$ cat src/rtl/mmu_pkg.sv
package mmu_pkg;

  typedef enum logic {
    ST_IDLE,
    ST_WALK
  } mmu_state_t;

  typedef struct packed {
    logic grant;
    logic fault;
    logic memRd;
    logic latchReq;
    logic refill;
    logic useWalk;
    logic countHit;
    logic countMiss;
  } mmu_strobe_t;

endpackage

$ cat src/rtl/mmu_tlb.sv
module mmu_tlb #(
  parameter int ENTRIES = 4,
  parameter int PAGE_W  = 3,
  parameter int FRAME_W = 8
) (
  input  logic               clk,
  input  logic               rst_n,
  input  logic               flush,
  input  logic [PAGE_W-1:0]  lookupPage,
  output logic               hit,
  output logic [FRAME_W-1:0] hitFrame,
  input  logic               refill,
  input  logic [PAGE_W-1:0]  refillPage,
  input  logic [FRAME_W-1:0] refillFrame,
  output logic [ENTRIES-1:0] validVec
);
  localparam int IDX_W = (ENTRIES > 1) ? $clog2(ENTRIES) : 1;
  localparam logic [IDX_W-1:0] LAST_IDX = IDX_W'(ENTRIES - 1);

  logic [PAGE_W-1:0]  pageQ  [ENTRIES];
  logic [FRAME_W-1:0] frameQ [ENTRIES];
  logic [ENTRIES-1:0] validQ;
  logic [ENTRIES-1:0] matchVec;
  logic [IDX_W-1:0]   rrPtr;
  logic [IDX_W-1:0]   freeIdx;
  logic [IDX_W-1:0]   victim;
  logic               haveFree;

  for (genvar g = 0; g < ENTRIES; g++) begin : g_match
    assign matchVec[g] = validQ[g] && (pageQ[g] == lookupPage);
  end

  always_comb begin
    hitFrame = '0;
    for (int i = 0; i < ENTRIES; i++) begin
      if (matchVec[i]) hitFrame = hitFrame | frameQ[i];
    end
  end

  assign hit = |matchVec;

  // Lowest-numbered empty slot wins; otherwise the round-robin pointer.
  always_comb begin
    haveFree = 1'b0;
    freeIdx  = '0;
    for (int i = ENTRIES - 1; i >= 0; i--) begin
      if (!validQ[i]) begin
        haveFree = 1'b1;
        freeIdx  = IDX_W'(i);
      end
    end
  end

  assign victim = haveFree ? freeIdx : rrPtr;

  always_ff @(posedge clk or negedge rst_n) begin
    if (!rst_n) begin
      validQ <= '0;
      rrPtr  <= '0;
    end else if (flush) begin
      validQ <= '0;
      rrPtr  <= '0;
    end else if (refill) begin
      validQ[victim] <= 1'b1;
      if (!haveFree) rrPtr <= (rrPtr == LAST_IDX) ? '0 : rrPtr + 1'b1;
    end
  end

  always_ff @(posedge clk) begin
    if (refill && !flush) begin
      pageQ[victim]  <= refillPage;
      frameQ[victim] <= refillFrame;
    end
  end

  assign validVec = validQ;

endmodule

$ cat src/rtl/mmu_datapath.sv
module mmu_datapath
  import mmu_pkg::*;
#(
  parameter int LADDR_W     = 13,
  parameter int OFFSET_W    = 10,
  parameter int FRAME_W     = 8,
  parameter int PT_ADDR_W   = 8,
  parameter int TLB_ENTRIES = 4,
  parameter int CNT_W       = 16
) (
  input  logic                          clk,
  input  logic                          rst_n,
  input  mmu_strobe_t                   strobe,
  input  logic [LADDR_W-1:0]            reqLaddr,
  input  logic                          ptBaseLoad,
  input  logic [PT_ADDR_W-1:0]          ptBaseIn,
  input  logic                          ptLenLoad,
  input  logic [LADDR_W-OFFSET_W:0]     ptLenIn,
  input  logic                          tlbFlush,
  input  logic [FRAME_W:0]              memRdData,
  output logic                          hit,
  output logic                          boundFault,
  output logic                          pteValid,
  output logic [FRAME_W+OFFSET_W-1:0]   respPaddr,
  output logic [PT_ADDR_W-1:0]          memRdAddr,
  output logic [CNT_W-1:0]              hitCount,
  output logic [CNT_W-1:0]              missCount,
  output logic [LADDR_W-OFFSET_W:0]     ptLenQ,
  output logic [TLB_ENTRIES-1:0]        tlbValidQ
);
  localparam int PAGE_W = LADDR_W - OFFSET_W;

  logic [PAGE_W-1:0]    reqPage;
  logic [OFFSET_W-1:0]  reqOff;
  logic [PAGE_W-1:0]    walkPage;
  logic [OFFSET_W-1:0]  walkOff;
  logic [PT_ADDR_W-1:0] ptBaseQ;
  logic [FRAME_W-1:0]   hitFrame;
  logic [FRAME_W-1:0]   pteFrame;

  assign reqPage  = reqLaddr[LADDR_W-1:OFFSET_W];
  assign reqOff   = reqLaddr[OFFSET_W-1:0];
  assign pteValid = memRdData[FRAME_W];
  assign pteFrame = memRdData[FRAME_W-1:0];

  assign boundFault = ({1'b0, reqPage} >= ptLenQ);
  assign memRdAddr  = ptBaseQ + PT_ADDR_W'(reqPage);

  always_ff @(posedge clk or negedge rst_n) begin
    if (!rst_n) begin
      ptBaseQ <= '0;
      ptLenQ  <= '0;
    end else begin
      if (ptBaseLoad) ptBaseQ <= ptBaseIn;
      if (ptLenLoad)  ptLenQ  <= ptLenIn;
    end
  end

  always_ff @(posedge clk or negedge rst_n) begin
    if (!rst_n) begin
      walkPage <= '0;
      walkOff  <= '0;
    end else if (strobe.latchReq) begin
      walkPage <= reqPage;
      walkOff  <= reqOff;
    end
  end

  always_ff @(posedge clk or negedge rst_n) begin
    if (!rst_n) begin
      hitCount  <= '0;
      missCount <= '0;
    end else begin
      if (strobe.countHit)  hitCount  <= hitCount + 1'b1;
      if (strobe.countMiss) missCount <= missCount + 1'b1;
    end
  end

  always_comb begin
    if (strobe.fault)        respPaddr = '0;
    else if (strobe.useWalk) respPaddr = {pteFrame, walkOff};
    else                     respPaddr = {hitFrame, reqOff};
  end

  mmu_tlb #(
    .ENTRIES (TLB_ENTRIES),
    .PAGE_W  (PAGE_W),
    .FRAME_W (FRAME_W)
  ) u_tlb (
    .clk         (clk),
    .rst_n       (rst_n),
    .flush       (tlbFlush),
    .lookupPage  (reqPage),
    .hit         (hit),
    .hitFrame    (hitFrame),
    .refill      (strobe.refill),
    .refillPage  (walkPage),
    .refillFrame (pteFrame),
    .validVec    (tlbValidQ)
  );

endmodule

$ cat src/rtl/mmu_ctrl.sv
module mmu_ctrl
  import mmu_pkg::*;
(
  input  logic        clk,
  input  logic        rst_n,
  input  logic        reqValid,
  input  logic        hit,
  input  logic        boundFault,
  input  logic        memRdValid,
  input  logic        pteValid,
  input  logic        tlbFlush,
  output mmu_strobe_t strobe
);
  mmu_state_t stateQ, stateD;
  logic       abortQ, abortD;

  always_comb begin
    strobe = '0;
    stateD = stateQ;
    abortD = abortQ;
    case (stateQ)
      ST_IDLE: begin
        if (reqValid) begin
          if (boundFault) begin
            strobe.grant = 1'b1;
            strobe.fault = 1'b1;
          end else if (hit) begin
            strobe.grant    = 1'b1;
            strobe.countHit = 1'b1;
          end else begin
            strobe.memRd     = 1'b1;
            strobe.latchReq  = 1'b1;
            strobe.countMiss = 1'b1;
            abortD           = 1'b0;
            stateD           = ST_WALK;
          end
        end
      end
      ST_WALK: begin
        strobe.useWalk = 1'b1;
        if (tlbFlush) abortD = 1'b1;
        if (memRdValid) begin
          strobe.grant  = 1'b1;
          strobe.fault  = !pteValid;
          strobe.refill = pteValid && !abortQ && !tlbFlush;
          stateD        = ST_IDLE;
        end
      end
      default: stateD = ST_IDLE;
    endcase
  end

  always_ff @(posedge clk or negedge rst_n) begin
    if (!rst_n) begin
      stateQ <= ST_IDLE;
      abortQ <= 1'b0;
    end else begin
      stateQ <= stateD;
      abortQ <= abortD;
    end
  end

endmodule

$ cat src/rtl/paging_mmu.sv
module paging_mmu
  import mmu_pkg::*;
#(
  parameter int LADDR_W     = 13,
  parameter int OFFSET_W    = 10,
  parameter int FRAME_W     = 8,
  parameter int PT_ADDR_W   = 8,
  parameter int TLB_ENTRIES = 4,
  parameter int CNT_W       = 16
) (
  input  logic                          clk,
  input  logic                          rst_n,
  input  logic                          reqValid,
  input  logic [LADDR_W-1:0]            reqLaddr,
  output logic                          respGrant,
  output logic                          respFault,
  output logic [FRAME_W+OFFSET_W-1:0]   respPaddr,
  output logic                          memRdEn,
  output logic [PT_ADDR_W-1:0]          memRdAddr,
  input  logic                          memRdValid,
  input  logic [FRAME_W:0]              memRdData,
  input  logic                          ptBaseLoad,
  input  logic [PT_ADDR_W-1:0]          ptBaseIn,
  input  logic                          ptLenLoad,
  input  logic [LADDR_W-OFFSET_W:0]     ptLenIn,
  input  logic                          tlbFlush,
  output logic [CNT_W-1:0]              hitCount,
  output logic [CNT_W-1:0]              missCount
);
  mmu_strobe_t                 strobe;
  logic                        hit;
  logic                        boundFault;
  logic                        pteValid;
  logic [LADDR_W-OFFSET_W:0]   ptLenQ;
  logic [TLB_ENTRIES-1:0]      tlbValidQ;

  mmu_ctrl u_ctrl (
    .clk        (clk),
    .rst_n      (rst_n),
    .reqValid   (reqValid),
    .hit        (hit),
    .boundFault (boundFault),
    .memRdValid (memRdValid),
    .pteValid   (pteValid),
    .tlbFlush   (tlbFlush),
    .strobe     (strobe)
  );

  mmu_datapath #(
    .LADDR_W     (LADDR_W),
    .OFFSET_W    (OFFSET_W),
    .FRAME_W     (FRAME_W),
    .PT_ADDR_W   (PT_ADDR_W),
    .TLB_ENTRIES (TLB_ENTRIES),
    .CNT_W       (CNT_W)
  ) u_dp (
    .clk        (clk),
    .rst_n      (rst_n),
    .strobe     (strobe),
    .reqLaddr   (reqLaddr),
    .ptBaseLoad (ptBaseLoad),
    .ptBaseIn   (ptBaseIn),
    .ptLenLoad  (ptLenLoad),
    .ptLenIn    (ptLenIn),
    .tlbFlush   (tlbFlush),
    .memRdData  (memRdData),
    .hit        (hit),
    .boundFault (boundFault),
    .pteValid   (pteValid),
    .respPaddr  (respPaddr),
    .memRdAddr  (memRdAddr),
    .hitCount   (hitCount),
    .missCount  (missCount),
    .ptLenQ     (ptLenQ),
    .tlbValidQ  (tlbValidQ)
  );

  assign respGrant = strobe.grant;
  assign respFault = strobe.fault;
  assign memRdEn   = strobe.memRd;

endmodule

$ cat config.mk
export PLATFORM = sky130hd
export DESIGN_NAME = paging_mmu
export DESIGN_NICKNAME = d
export VERILOG_FILES = /design/src/rtl/mmu_pkg.sv /design/src/rtl/mmu_tlb.sv /design/src/rtl/mmu_datapath.sv /design/src/rtl/mmu_ctrl.sv /design/src/rtl/paging_mmu.sv
export SDC_FILE = /design/constraint.sdc
export NUM_CORES = 1
export LEC_CHECK = 0
export ABC_AREA = 1
export BUFFER_PORTS_ARGS = -buffer_cell sky130_fd_sc_hd__buf_4
export CAP_MARGIN = 5
export CORE_AREA = 2 2 129 131
export CTS_CLUSTER_DIAMETER = 60
export DETAILED_ROUTE_END_ITERATION = 10
export DIE_AREA = 0 0 131 133
export SLEW_MARGIN = 20
export SYNTH_ARGS = -nofsm -noshare
export SYNTH_HDL_FRONTEND = slang
export SYNTH_HIERARCHICAL = 1
export SYNTH_SLANG_ARGS = --single-unit
$ cat constraint.sdc
create_clock -name clk -period 3.6 [get_ports clk]
set_input_delay 0.72 -clock clk [delete_from_list [all_inputs] [get_ports clk]]
set_output_delay 0.72 -clock clk [all_outputs]
set_load 0.1 [all_outputs]
==> out/summary.md, run 1 <==
## Floorplan
- Placement Rows: 47
- core region area: 0.0162 mm^2
- Die Area: 0.0174 mm^2
- top-level I/O count: 102
- initial cell density of the core: 0.339
- height of the die: 133 um
- die width: 131 um

## Synth
- total of flip-flops plus latches after synthesis: 109
- number of distinct library cell variants in the gate-level netlist after synthesis: 33
- Gate Count Post-Synth: 607
- syn avg cell area: 9.03 um^2
- count of synthesis-stage warnings from yosys: 6
- share of synthesized area occupied by flip-flops and latches: 0.538
- Net Count, Synth: 658
- cell area after synthesis: 0.00548 mm^2

## Critical path
- startpoint types: primary input
- arrival time at the worst endpoint: 2.47 ns
- Crit Path Max Fanout: 19
- required time reported for the critical path endpoint: 2.88 ns
- Critical Path End Type: output pin
- critical path start-end classification: primary input to output pin

## Power
- VDD IR-drop max: 0.305 mV
- Power per Cell Area: 555 mW/mm^2
- static leakage: 3.19 nW
- total chip power: 3.86 mW

## Clock tree
- clock tree root driver cell: sky130_fd_sc_hd__clkbuf_16
- # H-tree levels: 3
- clock slew seen by the registers of the worst setup and hold paths: 0.07 ns
- post-CTS setup buffers: 0
- cts-stage hold buffer count: 0
- number of instances resized during post-cts repair: 0
- CTS tree: yes
- CTS buffer count: 9
- clk sink count: 109
- number of buffers between clock root and the deepest sink: 2
- clock latency of the later-clocked register in the worst-skew pair: 0.35 ns

## Hold path
- type of the most critical hold path: primary input to asynchronous set/reset pin

## Final layout
- highest-count cells in the layout ignoring fill and taps: sky130_fd_sc_hd__nand2_1, sky130_fd_sc_hd__buf_4, sky130_fd_sc_hd__inv_1, sky130_fd_sc_hd__dfrtp_1, sky130_fd_sc_hd__nor2_1
- # diodes: 0
- final-stage net count: 761
- most common cell after layout, fill and taps aside: sky130_fd_sc_hd__nand2_1
- ratio of cells with drive above 1 in the final layout: 0.259
- area added between synthesis and finish: 26.8%

## STA
- fraction of the cycle the final worst path needs: 0.886
- unrepaired setup endpoints after global routing: false
- Setup Viol. Count Final: 0
- Fin Clk Skew: 0.00849 ns
- number of hold violations in the final report: 0
- Slew Viols, Final: 0
- fmax: 0.313 GHz
- final worst path period need: 3.19 ns
- fin worst setup slack: 0.409 ns
- slew at the pin closest to its max-slew limit: 0.836 ns
- max_slew headroom: 0.443

## Route
- number of DRC violations after detailed routing: 0
- DRC marker count from the first detailed-route iteration: 282
- uppermost metal layer occupied by signal nets: met4
- Routed WL per cell: 13.6 um
- met3 wire length: 1000 um
- Routed met2 length: 6130 um
- first-pass detailed-route iteration total: 5
- remaining antenna violation count after routing: 0
- overall via count from detail_route: 4287
- ratio of routed vias to standard cells: 4.59
- total routed wire length on the met1 layer: 5430 um
- routed wire length: 12700 um

## Global routing
- maximum number of pins on one net before global-route repair: 66
- grt total ovfl: 0
- number of global-route vias before repair: 4125
- initial antenna violation count: 0
- GRT Util Overall: 0.150
- global-route wire length before repair: 20200 um

## Place
- Place WS: 0.372 ns
- global placement routability congestion: 0.815
- HPWL after DPL: 9050 um
- IO Port Bufs: 101

## Run
- Maximum Capacitance Violations: 0

## Run status
- outcome: completed

sequential cells by signal (all words and copies together) (netlist names):
name,flops
u_dp/u_tlb/validVec,4
u_dp/ptLenQ,4
u_ctrl/abortQ,1
u_dp/walkPage,3
u_dp/hitCount,16
u_dp/u_tlb/rrPtr,2
u_dp/u_tlb/frameQ,32
u_dp/missCount,16
u_dp/ptBaseQ,8
u_ctrl/stateQ,1
u_dp/walkOff,10
u_dp/u_tlb/pageQ,12
kinds of logic (layout without fill, tap and decap cells):
logic type / count (synthesis) / in the layout / share of synthesized area
compound gates: 54 / 54 / 0.0577
mux: 7 / 7 / 0.0144
buf+inv: 105 / 213 / 0.0773
simple gates: 296 / 296 / 0.247
fa+ha+maj: 10 / 10 / 0.0242
flops: 109 / 109 / 0.538
xor+xnor: 26 / 26 / 0.0415
worst max-delay path: stages:
cell and delay, ns:
sky130_fd_sc_hd__buf_4 0.12, sky130_fd_sc_hd__inv_1 0.07, sky130_fd_sc_hd__ha_1 0.27, sky130_fd_sc_hd__inv_1 0.03, sky130_fd_sc_hd__a21boi_0 0.15, sky130_fd_sc_hd__o21ai_1 0.07
sky130_fd_sc_hd__a21oi_1 0.21, sky130_fd_sc_hd__inv_1 0.11, sky130_fd_sc_hd__o22ai_4 0.13, sky130_fd_sc_hd__buf_12 0.24, sky130_fd_sc_hd__buf_4 0.34
stage by stage:
stage / utilization / TNS [ns] / hold slack (ns) / cell area [um^2] / std cells
4_1_cts: 0.430 / 0 / 0.484 / 6950 / 935
3_3_place_gp: 0.413 / 0 / 0.459 / 6670 / 919
5_1_grt: 0.430 / 0 / 0.525 / 6950 / 935
6_report: 0.430 / 0 / 0.477 / 6950 / 935
2_1_floorplan: - / -2.53 / 0.424 / 5690 / 607
3_5_place_dp: 0.413 / 0 / 0.467 / 6670 / 919
final timing paths:
kind                                             startpoint                            end  slack [ns]  depth (start not counted)
min in group clk                  u_ctrl/abortQ$_DFFE_PN0P_      u_ctrl/abortQ$_DFFE_PN0P_        0.49                          2
max in group asynchronous                             rst_n    u_dp/walkOff[8]$_DFFE_PN0P_        2.58                          1
max                                            reqLaddr[10]                      respFault        0.41                         11
min reg2reg                       u_ctrl/abortQ$_DFFE_PN0P_      u_ctrl/abortQ$_DFFE_PN0P_        0.49                          2
min                                                   rst_n  u_dp/hitCount[11]$_DFFE_PN0P_        0.48                          1
max reg2reg                u_dp/u_tlb/pageQ[2][0]$_DFFE_PP_  u_dp/missCount[9]$_DFFE_PN0P_        1.18                         13
final cells by class:
| type | count | area [um^2] |
|---|---|---|
| timing repair buffer | 107 | 816 |
| tap | 220 | 275 |
| inverter | 90 | 338 |
| fill | 1551 | 9220 |
| multi-input combinational | 393 | 2300 |
| sequential | 109 | 2950 |
| clock buffer | 11 | 253 |
| clock inverter | 5 | 25.0 |
power by group:
group	total, mW	switching (mW)	internal (mW)	leakage [nW]
registers	1.50	0.0916	1.41	1.22
clock network	0.938	0.436	0.502	0.145
logic	1.42	1.10	0.317	1.82
cells in the mapped netlist (all sizes together):
cell type | count | area share
nand2 | 165 | 0.12
inv | 90 | 0.062
nor2 | 67 | 0.065
dfrtp | 65 | 0.30
nand3 | 51 | 0.051
edfxtp | 44 | 0.24
o21ai | 25 | 0.023
xor2 | 18 | 0.029
a21oi | 14 | 0.013
buf | 13 | 0.014
a211oi | 10 | 0.014
ha | 9 | 0.021
nand4 | 9 | 0.010
xnor2 | 8 | 0.013
mux2 | 7 | 0.014
nor3 | 3 | 0.0027
clkbuf | 2 | 0.0014
o22ai | 2 | 0.0034
a21boi | 1 | 0.0014
a31oi | 1 | 0.0023
fa | 1 | 0.0037
nand3b | 1 | 0.0014
o31ai | 1 | 0.0014
routing by layer:
layer	GRT usage	vias up
met5	0	-
met4	0.0520	0
met3	0.0437	16
met2	0.246	123
met1	0.188	2016
li1	-	2132
No activity file was read; power rests on OpenSTA's default activity.
==> run 2, diff against run 1 <==
--- a/config.mk
+++ b/config.mk
@@ -14,2 +14,3 @@
 export DIE_AREA = 0 0 131 133
+export RECOVER_POWER = 100
 export SLEW_MARGIN = 20
==> constraint.sdc (replaced) <==
create_clock -name clk -period 3.6 [get_ports clk]
set_input_delay 0.18 -clock clk [delete_from_list [all_inputs] [get_ports clk]]
set_output_delay 0.18 -clock clk [all_outputs]
set_load 0.1 [all_outputs]
==> run 2 against run 1 <==
  * The run now ends with capacitance limit, slew limit left
  * Die area is the same
  * Global-route usage shrank 0.36 points
  * Flip-flop and latch count is the same
  * Critical path type is now register to output pin
  * Largest power group unchanged
==> out/summary.md, run 2 (synthesized netlist as in run 1, its figures left out) <==
## Final layout
- area added between synthesis and finish: 18.8%
- most common cell after layout, fill and taps aside: sky130_fd_sc_hd__nand2_1
- highest-count cells in the layout ignoring fill and taps: sky130_fd_sc_hd__nand2_1, sky130_fd_sc_hd__inv_1, sky130_fd_sc_hd__dfrtp_1, sky130_fd_sc_hd__nor2_1, sky130_fd_sc_hd__clkbuf_1
- cell area after layout: 0.00652 mm^2
- number of flip-flops under the largest register name: 32
- final-stage net count: 763
- # diodes: 0
- number of filler instances in the final layout: 1700
- ratio of cells with drive above 1 in the final layout: 0.144
- largest registers: u_dp/u_tlb/frameQ (32), u_dp/hitCount (16), u_dp/missCount (16)
- register with the most flip-flops: u_dp/u_tlb/frameQ
- fraction of the core area covered by cells at the end of the flow: 0.403

## STA
- Fin Clk Skew: 0.00682 ns
- unrepaired setup endpoints after global routing: false
- max_slew headroom: -0.101
- Slew Viols, Final: 66
- number of hold violations in the final report: 0
- final worst path period need: 3.04 ns
- Setup Viol. Count Final: 0
- Total Neg Setup Slack: 0 ns
- slew at the pin closest to its max-slew limit: 1.65 ns
- fraction of the cycle the final worst path needs: 0.846
- fmax: 0.329 GHz

## Floorplan
- top-level I/O count: 102
- Placement Rows: 47
- core region area: 0.0162 mm^2
- die width: 131 um
- height of the die: 133 um
- Die Area: 0.0174 mm^2
- initial cell density of the core: 0.339

## Run
- Maximum Capacitance Violations: 1

## Power
- Power per Cell Area: 576 mW/mm^2
- switching power as a share of total power: 0.426
- Switching Power: 1.60 mW
- clock power share: 0.268
- portion of total power attributed to combinational logic: 0.333
- sequential power share: 0.399
- static leakage: 2.94 nW
- Pint: 2.15 mW
- VDD IR-drop max: 0.241 mV

## Clock tree
- number of buffers between clock root and the deepest sink: 2
- CTS buffer count: 9
- clock latency of the later-clocked register in the worst-skew pair: 0.35 ns
- CTS tree: yes
- clock tree root driver cell: sky130_fd_sc_hd__clkbuf_16
- # H-tree levels: 3
- clk sink count: 109
- clock slew seen by the registers of the worst setup and hold paths: 0.07 ns

## Route
- ratio of routed vias to standard cells: 4.47
- Routed WL per cell: 12.9 um
- number of DRC violations after detailed routing: 0
- overall via count from detail_route: 4186
- remaining antenna violation count after routing: 0
- first-pass detailed-route iteration total: 4
- DRC marker count from the first detailed-route iteration: 145
- routed wire length: 12100 um

## Critical path
- Crit Path Max Fanout: 13
- startpoint types: register
- arrival time at the worst endpoint: 2.86 ns
- Critical Path End Type: output pin
- required time reported for the critical path endpoint: 3.42 ns
- slack of the worst reg-to-reg path: 1.16 ns
- critical path start-end classification: register to output pin

## Global routing
- grt total ovfl: 0
- maximum number of pins on one net before global-route repair: 66
- number of global-route vias before repair: 3919
- GRT Util Overall: 0.146
- initial antenna violation count: 0
- global-route wire length before repair: 19700 um

## Place
- global placement routability congestion: 0.746
- post-detailed-placement cell area: 0.00648 mm^2
- HPWL after DPL: 8730 um
- IO Port Bufs: 101

## Hold path
- type of the most critical hold path: primary input to register

## Run status
- outcome: finished, violations left
- violated checks: capacitance limit, slew limit

run 2: changes by cell type in the layout (fill, tap and decap cells not counted), moves of 5 or more:
cell / change
sky130_fd_sc_hd__a211oi_1: +10
sky130_fd_sc_hd__a21oi_4: -8
sky130_fd_sc_hd__clkbuf_1: +54
sky130_fd_sc_hd__a211oi_2: -8
sky130_fd_sc_hd__buf_4: -72
sky130_fd_sc_hd__clkbuf_2: +19
sky130_fd_sc_hd__clkinv_2: -5
sky130_fd_sc_hd__a21oi_1: +8
run 2: timing repair:
action | in CTS | in global routing
buffers inserted | 0 | 0
endpoints found under the hold margin | 66 | 0
resized for setup | 0 | 0
hold buffers | 2 | 0
run 2: layout make-up:
cell class                      count  area [um^2]  share of cell area
Inverter                           90          338              0.0518
Sequential cell                   109         2950               0.452
Multi-Input combinational cell    393         2080               0.319
Clock buffer                       10          229              0.0351
Clock inverter                      6         68.8              0.0106
Tap cell                          220          275              0.0422
Timing Repair Buffer              109          577              0.0885
run 2: worst paths after layout:
path	depth (start not counted)	startpoint	to
worst min-delay path	2	tlbFlush	u_dp/u_tlb/validVec[0]$_DFFE_PN0P_
max in group asynchronous	2	rst_n	u_dp/walkPage[2]$_DFFE_PN0P_
worst min register to register	2	u_ctrl/abortQ$_DFFE_PN0P_	u_ctrl/abortQ$_DFFE_PN0P_
worst max-delay path	10	u_dp/ptLenQ[0]$_DFFE_PN0P_	respPaddr[12]
worst max register to register	12	u_dp/ptLenQ[0]$_DFFE_PN0P_	u_dp/hitCount[10]$_DFFE_PN0P_
min in group asynchronous	2	rst_n	u_dp/hitCount[10]$_DFFE_PN0P_
run 2: power groups by stage:
stage	Clock [mW]	Sequential (mW)	Combinational [mW]
after floorplan	0	1.77	0.803
after global placement	0	1.53	1.35
after detailed placement	0	1.53	1.35
after CTS	1.04	1.50	1.36
after global routing	1.10	1.52	1.32
final	1.01	1.50	1.25
run 2: per-stage QoR:
| step | hold WS [ns] | setup WS [ns] | power (mW) | instances |
|---|---|---|---|---|
| after floorplan | -0.116 | -0.750 | 2.57 | 607 |
| after global placement | 0.353 | 1.11 | 2.87 | 919 |
| after detailed placement | 0.353 | 1.08 | 2.88 | 919 |
| after CTS | 0.0108 | 0.717 | 3.90 | 937 |
| after global routing | 0.0194 | 0.278 | 3.94 | 937 |
| final | 0.0258 | 0.556 | 3.76 | 937 |
run 2: layer usage:
layer	GRT usage	wire (um)
met1	0.197	5530
met2	0.231	5770
met3	0.0408	634
met4	0.0402	124
met5	0	0
run 2: critical path, cell delays in order (launching register included):
cell	delay, ns
sky130_fd_sc_hd__dfrtp_1	0.38
sky130_fd_sc_hd__ha_1	0.27
sky130_fd_sc_hd__inv_1	0.03
sky130_fd_sc_hd__a21boi_0	0.13
sky130_fd_sc_hd__o21ai_0	0.09
sky130_fd_sc_hd__a21oi_1	0.17
sky130_fd_sc_hd__inv_1	0.09
sky130_fd_sc_hd__o22ai_2	0.57
sky130_fd_sc_hd__clkbuf_1	0.31
sky130_fd_sc_hd__a21oi_1	0.08
sky130_fd_sc_hd__clkbuf_2	0.38
